<file path="config.mk">
export PLATFORM = sky130hd
export DESIGN_NAME = lsu_le16
export DESIGN_NICKNAME = d
export VERILOG_FILES = /design/src/rtl/lsu_le16_pkg.sv /design/src/rtl/lsu_le16_decode.sv /design/src/rtl/lsu_le16_wlane.sv /design/src/rtl/lsu_le16_rlane.sv /design/src/rtl/lsu_le16.sv
export SDC_FILE = /design/constraint.sdc
export NUM_CORES = 1
export LEC_CHECK = 0
export BUFFER_PORTS_ARGS = -buffer_cell sky130_fd_sc_hd__buf_2
export CAP_MARGIN = 20
export CORE_MARGIN = 2
export CORE_UTILIZATION = 25
export DETAILED_ROUTE_END_ITERATION = 8
export PLACE_DENSITY = 0.51
export SYNTH_ARGS = -nofsm -noshare
export SYNTH_HDL_FRONTEND = slang
export SYNTH_SLANG_ARGS = --single-unit
</file>
<file path="constraint.sdc">
create_clock -name clk -period 6.2 [get_ports clk]
set_input_delay 1.24 -clock clk [delete_from_list [all_inputs] [get_ports clk]]
set_output_delay 1.24 -clock clk [all_outputs]
set_load 0.02 [all_outputs]
</file>
<file path="src/rtl/lsu_le16_pkg.sv">
package lsu_le16_pkg;
  localparam int XLEN   = 16;
  localparam int BYTE_W = 8;
  localparam int LANES  = XLEN / BYTE_W;
  localparam int LANE_W = (LANES > 1) ? $clog2(LANES) : 1;
  localparam int OFF_W  = 4;
  localparam int RIDX_W = 3;

  localparam logic [2:0] OPC_STORE = 3'b011;
  localparam logic [2:0] OPC_LOAD  = 3'b100;
  localparam logic [2:0] F3_BYTE   = 3'b000;
  localparam logic [2:0] F3_WORD   = 3'b001;
  localparam logic [2:0] F3_UBYTE  = 3'b100;

  typedef enum logic [1:0] {
    ST_IDLE,
    ST_REQ,
    ST_WAIT,
    ST_DONE
  } lsu_state_t;

  typedef struct packed {
    logic [XLEN-1:0]   addr;
    logic [LANES-1:0]  be;
    logic [XLEN-1:0]   wdata;
    logic              we;
    logic              io;
    logic [LANE_W-1:0] lane;
    logic              word;
    logic              sext;
    logic [RIDX_W-1:0] rd;
  } lsu_req_t;
endpackage

</file>
<file path="src/rtl/lsu_le16_decode.sv">
module lsu_le16_decode
  import lsu_le16_pkg::*;
#(
  parameter logic [XLEN-1:0] IO_BASE   = 16'hF000,
  parameter int              IO_SPAN_W = 12
) (
  input  logic [2:0]        opc,
  input  logic [2:0]        f3,
  input  logic [OFF_W-1:0]  off,
  input  logic [XLEN-1:0]   reg_a,
  input  logic [XLEN-1:0]   reg_b,
  output logic              legal,
  output logic              is_load,
  output logic              is_word,
  output logic              sext_ld,
  output logic              misalign,
  output logic              io_hit,
  output logic [XLEN-1:0]   eff_addr
);
  logic            is_store;
  logic [XLEN-1:0] base;
  logic [XLEN-1:0] off_x;

  always_comb begin
    is_store = (opc == OPC_STORE);
    is_load  = (opc == OPC_LOAD);
    legal    = 1'b0;
    is_word  = (f3 == F3_WORD);
    sext_ld  = (f3 == F3_BYTE);
    if (is_store) legal = (f3 == F3_BYTE) || (f3 == F3_WORD);
    if (is_load)  legal = (f3 == F3_BYTE) || (f3 == F3_WORD) || (f3 == F3_UBYTE);
  end

  assign base     = is_load ? reg_b : reg_a;
  assign off_x    = {{(XLEN-OFF_W){off[OFF_W-1]}}, off};
  assign eff_addr = base + off_x;
  assign misalign = is_word && (eff_addr[LANE_W-1:0] != '0);
  assign io_hit   = (eff_addr[XLEN-1:IO_SPAN_W] == IO_BASE[XLEN-1:IO_SPAN_W]);
endmodule

</file>
<file path="src/rtl/lsu_le16_wlane.sv">
module lsu_le16_wlane
  import lsu_le16_pkg::*;
(
  input  logic              is_word,
  input  logic [LANE_W-1:0] lane,
  input  logic [XLEN-1:0]   data,
  output logic [LANES-1:0]  be,
  output logic [XLEN-1:0]   wdata
);
  always_comb begin
    if (is_word) begin
      be    = '1;
      wdata = data;
    end else begin
      be    = LANES'(1) << lane;
      wdata = {LANES{data[BYTE_W-1:0]}};
    end
  end
endmodule

</file>
<file path="src/rtl/lsu_le16_rlane.sv">
module lsu_le16_rlane
  import lsu_le16_pkg::*;
(
  input  logic              is_word,
  input  logic              sext,
  input  logic [LANE_W-1:0] lane,
  input  logic [XLEN-1:0]   rdata,
  output logic [XLEN-1:0]   value
);
  logic [BYTE_W-1:0] byte_v;

  assign byte_v = rdata[lane*BYTE_W +: BYTE_W];

  always_comb begin
    if (is_word) value = rdata;
    else         value = {{(XLEN-BYTE_W){sext & byte_v[BYTE_W-1]}}, byte_v};
  end
endmodule

</file>
<file path="src/rtl/lsu_le16.sv">
module lsu_le16
  import lsu_le16_pkg::*;
#(
  parameter logic [15:0] IO_BASE   = 16'hF000,
  parameter int          IO_SPAN_W = 12
) (
  input  logic        clk,
  input  logic        rst_n,
  input  logic        cmd_valid,
  output logic        cmd_ready,
  input  logic [15:0] cmd_insn,
  input  logic [15:0] cmd_reg_a,
  input  logic [15:0] cmd_reg_b,
  output logic        mem_req_valid,
  input  logic        mem_req_ready,
  output logic [15:0] mem_addr,
  output logic        mem_we,
  output logic [1:0]  mem_be,
  output logic [15:0] mem_wdata,
  output logic        mem_io_sel,
  input  logic        mem_rsp_valid,
  input  logic [15:0] mem_rsp_rdata,
  output logic        done,
  output logic        fault,
  output logic        wb_en,
  output logic [2:0]  wb_rd,
  output logic [15:0] wb_data
);
  lsu_state_t      state;
  lsu_req_t        req_q;
  logic            fault_q;
  logic [XLEN-1:0] wb_q;

  logic            d_legal, d_load, d_word, d_sext, d_mis, d_io;
  logic [XLEN-1:0] d_addr;
  logic [LANES-1:0] w_be;
  logic [XLEN-1:0] w_data;
  logic [XLEN-1:0] r_value;
  logic            accept;
  logic            unused_fields;

  assign unused_fields = ^cmd_insn[11:9];

  lsu_le16_decode #(
    .IO_BASE   (IO_BASE),
    .IO_SPAN_W (IO_SPAN_W)
  ) u_decode (
    .opc      (cmd_insn[2:0]),
    .f3       (cmd_insn[5:3]),
    .off      (cmd_insn[15:12]),
    .reg_a    (cmd_reg_a),
    .reg_b    (cmd_reg_b),
    .legal    (d_legal),
    .is_load  (d_load),
    .is_word  (d_word),
    .sext_ld  (d_sext),
    .misalign (d_mis),
    .io_hit   (d_io),
    .eff_addr (d_addr)
  );

  lsu_le16_wlane u_wlane (
    .is_word (d_word),
    .lane    (d_addr[LANE_W-1:0]),
    .data    (cmd_reg_b),
    .be      (w_be),
    .wdata   (w_data)
  );

  lsu_le16_rlane u_rlane (
    .is_word (req_q.word),
    .sext    (req_q.sext),
    .lane    (req_q.lane),
    .rdata   (mem_rsp_rdata),
    .value   (r_value)
  );

  assign accept = cmd_valid && (state == ST_IDLE);

  always_ff @(posedge clk) begin
    if (!rst_n) begin
      state   <= ST_IDLE;
      req_q   <= '0;
      fault_q <= 1'b0;
      wb_q    <= '0;
    end else begin
      fault_q <= 1'b0;
      unique case (state)
        ST_IDLE: begin
          if (accept) begin
            if (!d_legal || d_mis) begin
              fault_q <= 1'b1;
            end else begin
              req_q.addr  <= d_addr;
              req_q.be    <= w_be;
              req_q.wdata <= d_load ? '0 : w_data;
              req_q.we    <= !d_load;
              req_q.io    <= d_io;
              req_q.lane  <= d_addr[LANE_W-1:0];
              req_q.word  <= d_word;
              req_q.sext  <= d_sext;
              req_q.rd    <= cmd_insn[8:6];
              state       <= ST_REQ;
            end
          end
        end
        ST_REQ: begin
          if (mem_req_ready) state <= req_q.we ? ST_DONE : ST_WAIT;
        end
        ST_WAIT: begin
          if (mem_rsp_valid) begin
            wb_q  <= r_value;
            state <= ST_DONE;
          end
        end
        ST_DONE: state <= ST_IDLE;
        default: state <= ST_IDLE;
      endcase
    end
  end

  assign cmd_ready     = (state == ST_IDLE);
  assign mem_req_valid = (state == ST_REQ);
  assign mem_addr      = req_q.addr;
  assign mem_we        = req_q.we;
  assign mem_be        = req_q.be;
  assign mem_wdata     = req_q.wdata;
  assign mem_io_sel    = req_q.io;
  assign done          = (state == ST_DONE);
  assign wb_en         = (state == ST_DONE) && !req_q.we;
  assign wb_rd         = req_q.rd;
  assign wb_data       = wb_q;
  assign fault         = fault_q;
endmodule

</file>
==> results.md <==
* Total power draw at between 1 and 1.5 mW
* Post-Syn Area at roughly 3500 um2
* Max Used Layer: met5
* Maximum number of pins on one net before global-route repair at 62
* Slew HR at 0.301
* Area Growth Syn to Fin at 31.7%
* Status: complete, no violations
* Async set-reset flop share out of synthesis at 0
* Int Power at 0.888 mW
* Sw Share at 0.282
* Routed Antenna Nets at 0
* Setup crit end kind: register
* Slew at the pin closest to its max-slew limit at approximately 1.0 ns
* Seq pwr share at 0.332
* Fin. Hold Viols at 0
* Post-synth top area cell: dfxtp_1
* Max Fclk at around 0.25 GHz
* WL per Instance at between 10 and 15 um
* Metal2 WL at about 5000 um
* R2R Path Start: state[0]
* Clk buf depth at 2
* Final Skew at between 0.006 and 0.007 ns
* Top delay family on crit path: simple AND/OR/NAND/NOR gates
* Post-synth EDFFs at 0
* Worst Setup Start Kind: input pin
* Syn nets at between 500 and 600
* Worst skew pair latency at approximately 0.33 ns
* Die W at 123 um
* Number of global-route vias before repair at around 3,400
* Initial antenna violation count at 1
* Unrepaired setup endpoints after global routing: false
* Worst reg-to-reg setup slack at just over 4 ns
* CTS buffer count at 9
* Max-Cap Viols at 0
* Site Rows at 43
* Input/output buffers at about 130
* Slowest cell on the critical path: and3_1
* Pwr per Cell Area at 267 nW/um2
* Register area share after synthesis at 0.342
* Arr. time, crit path at between 4 and 5 ns
* PnR worst setup slack at 2.22 ns
* Crit Path Max Fanout at 26
* Fin crit share at 0.642
* # IOs at 129
* WL final at about 11,000 um
* Logic pwr share at 0.216
* Dpl cell area at 4290 um2
* Top post-synthesis cells by count: 100 x nand2_1, 60 x dfxtp_1, 32 x a21oi_1
* Top FF cell, synth: dfxtp_1
* Yosys warning count at 0
* Total track usage at 0.145
* P_leak at roughly 2.3 nW
* Mean Syn Cell Area at ~8.0 um2
* Final period demand of the worst path at between 3 and 4 ns
* Crit Path Class: in -> reg
* Crit-path cells: buf_2, nor3b_4, buf_4, nand2_1, nand2_1, ha_1, a21oi_1, a21oi_2, a211oi_2, and3_1, buf_4, o211ai_1, a21boi_0
* Reg-to-Reg End: mem_addr[4]
* TritonCTS clock tree: built
* Antenna diodes at 0
* Clock Sinks at 60
* Clock network power share at 0.452
* Hold Crit Depth at 2
* Post-layout nets at between 600 and 700
* Top post-synthesis cells by area: dfxtp_1 34%, nand2_1 11%, ha_1 7.1%, mux2i_1 5.4%, a21oi_1 4.6%
* Fin Hold WS at around 0.45 ns
* DR vias/cell at 4.71
* Hold WC Path Type: reg -> reg
* Iter 0 DRT Violations at roughly 130
* Hpwl dp at between 8000 and 9000 um
* Net Switching at approximately 0.35 mW
* Placed Cells incl. Taps at between 700 and 800
* Number of iterations in the first detailed-routing pass at 4
* Slowest stage delay, CP at roughly 0.62 ns
* Count leader, synth: nand2_1
* Finished Cell Area at approximately 4600 um2
* Fill cells at about 1,500
* Vias at 3,486
* Total negative slack at 0 ns
* Metal3 WL at between 900 and 1000 um
* H-tree levels at 3
* Peak VDD IR at approximately 110 uV
* CTS root buf: clkbuf_16
* Mapped Cells at 440
* CTS Hold Buffers Added at 0
* Core area at 13,800 um2
* First-pass GRT wire length at about 17,000 um
* Layout Cells excl Fill at between 700 and 800
* Die ar. at about 15,000 um2
* FF-to-FF path depth at 6
* Crit path required time at around 6.5 ns
* Worst Hold End: mem_wdata[2]
* Overflow after GRT at 0
* Post-CTS setup buffer count at 0
* Initial Utilization at 0.254
* DRC at 0
* Final max-slew violation count at 0
* DRT met1 WL at around 4600 um
* Worst Hold Launch: mem_wdata[2]
* Buf/Inv on CP at 3
* CTS clk-pin slew, worst paths at 0.05 ns
* Post-place setup slack at approximately 1.8 ns
* Yosys cell types at ~50
* #FFs+latches synth at 60
* Placer Congestion at 0.817
* Share of layout cells above drive strength 1 at 0.279
* Post-synth top area share at 0.342
* Final Core Density at 0.335
* Post-CTS Resized at 0
* # setup viols final at 0
* Die height at between 100 and 150 um
power by group through the flow:
stage | sequential [mW] | combinational, mW | clock (mW)
floorplan | 0.431 | 0.168 | 0
global placement | 0.418 | 0.266 | 0
detailed placement | 0.419 | 0.269 | 0
CTS | 0.411 | 0.270 | 0.581
global route | 0.412 | 0.299 | 0.594
finish | 0.411 | 0.267 | 0.559
state kept, by name, indices dropped and copies added, names as in the netlist, 2 cells and up:
name       flops
req_q          2
state          2
mem_be         2
wb_rd          3
wb_data       16
mem_addr      16
mem_wdata     16
final cells by class:
type,instances,area (um2),share of cell area
repair buffers,130,663,0.143
clock buffers,12,267,0.0576
clock inverters,4,70.1,0.0151
well taps,180,225,0.0487
multi-input cells,345,2170,0.469
inverters,9,33.8,0.00730
flip-flops and latches,60,1200,0.260
worst max-delay path by stage:
| stage | from | to | cells after the start |
|---|---|---|---|
| 6_report | cmd_insn[0] | mem_addr[4] | 13 |
| 4_1_cts | cmd_insn[0] | mem_addr[4] | 13 |
| 3_5_place_dp | cmd_insn[0] | mem_addr[4] | 13 |
| 2_1_floorplan | cmd_insn[0] | mem_io_sel | 14 |
| 3_3_place_gp | cmd_insn[0] | mem_addr[4] | 13 |
| 5_1_grt | cmd_insn[0] | mem_be[0] | 13 |
cell families (layout without fill, tap and decap cells):
family,Yosys count,count (layout),synth area share
xor+xnor,12,12,0.0299
buf+inv,35,155,0.0441
mux,19,19,0.0541
simple gates,179,179,0.229
fa+ha+maj,21,21,0.0769
flops,60,60,0.342
compound gates,114,114,0.224
worst min-delay path: stages (launching register included):
cell and delay (ns):
dfxtp_1 0.31, nand2_1 0.05, a21boi_1 0.05
cells in the final DEF (no fill, tap or decap), types with 2 or more instances in the layout:
cell type    n
o31ai_1      2
nand3b_1     2
o21a_1       4
o22ai_1      2
nand2_1    100
xnor2_1      8
o21ai_0     20
clkinv_2     2
buf_4        5
nand2b_1     3
a211oi_2     2
inv_1        9
a21boi_0    14
o211ai_1     2
ha_1        20
a21o_1       2
o211a_1     12
buf_2      125
nor3_1      12
a21boi_1     7
and2_1       5
xor2_1       4
clkbuf_16    9
clkbuf_8     3
dfxtp_1     60
nor2_1      21
bufinv_16    2
mux2i_1     19
a211oi_1     2
a21oi_1     32
o21bai_1     2
nand3_1     14
nor2b_1     11
or2_2        2
layer usage:
layer / global-route usage / up-vias
li1: - / 1756
met1: 0.171 / 1589
met2: 0.243 / 124
met3: 0.0553 / 15
met4: 0.0481 / 2
met5: 0 / -
Power figures use the tool's default switching activity.
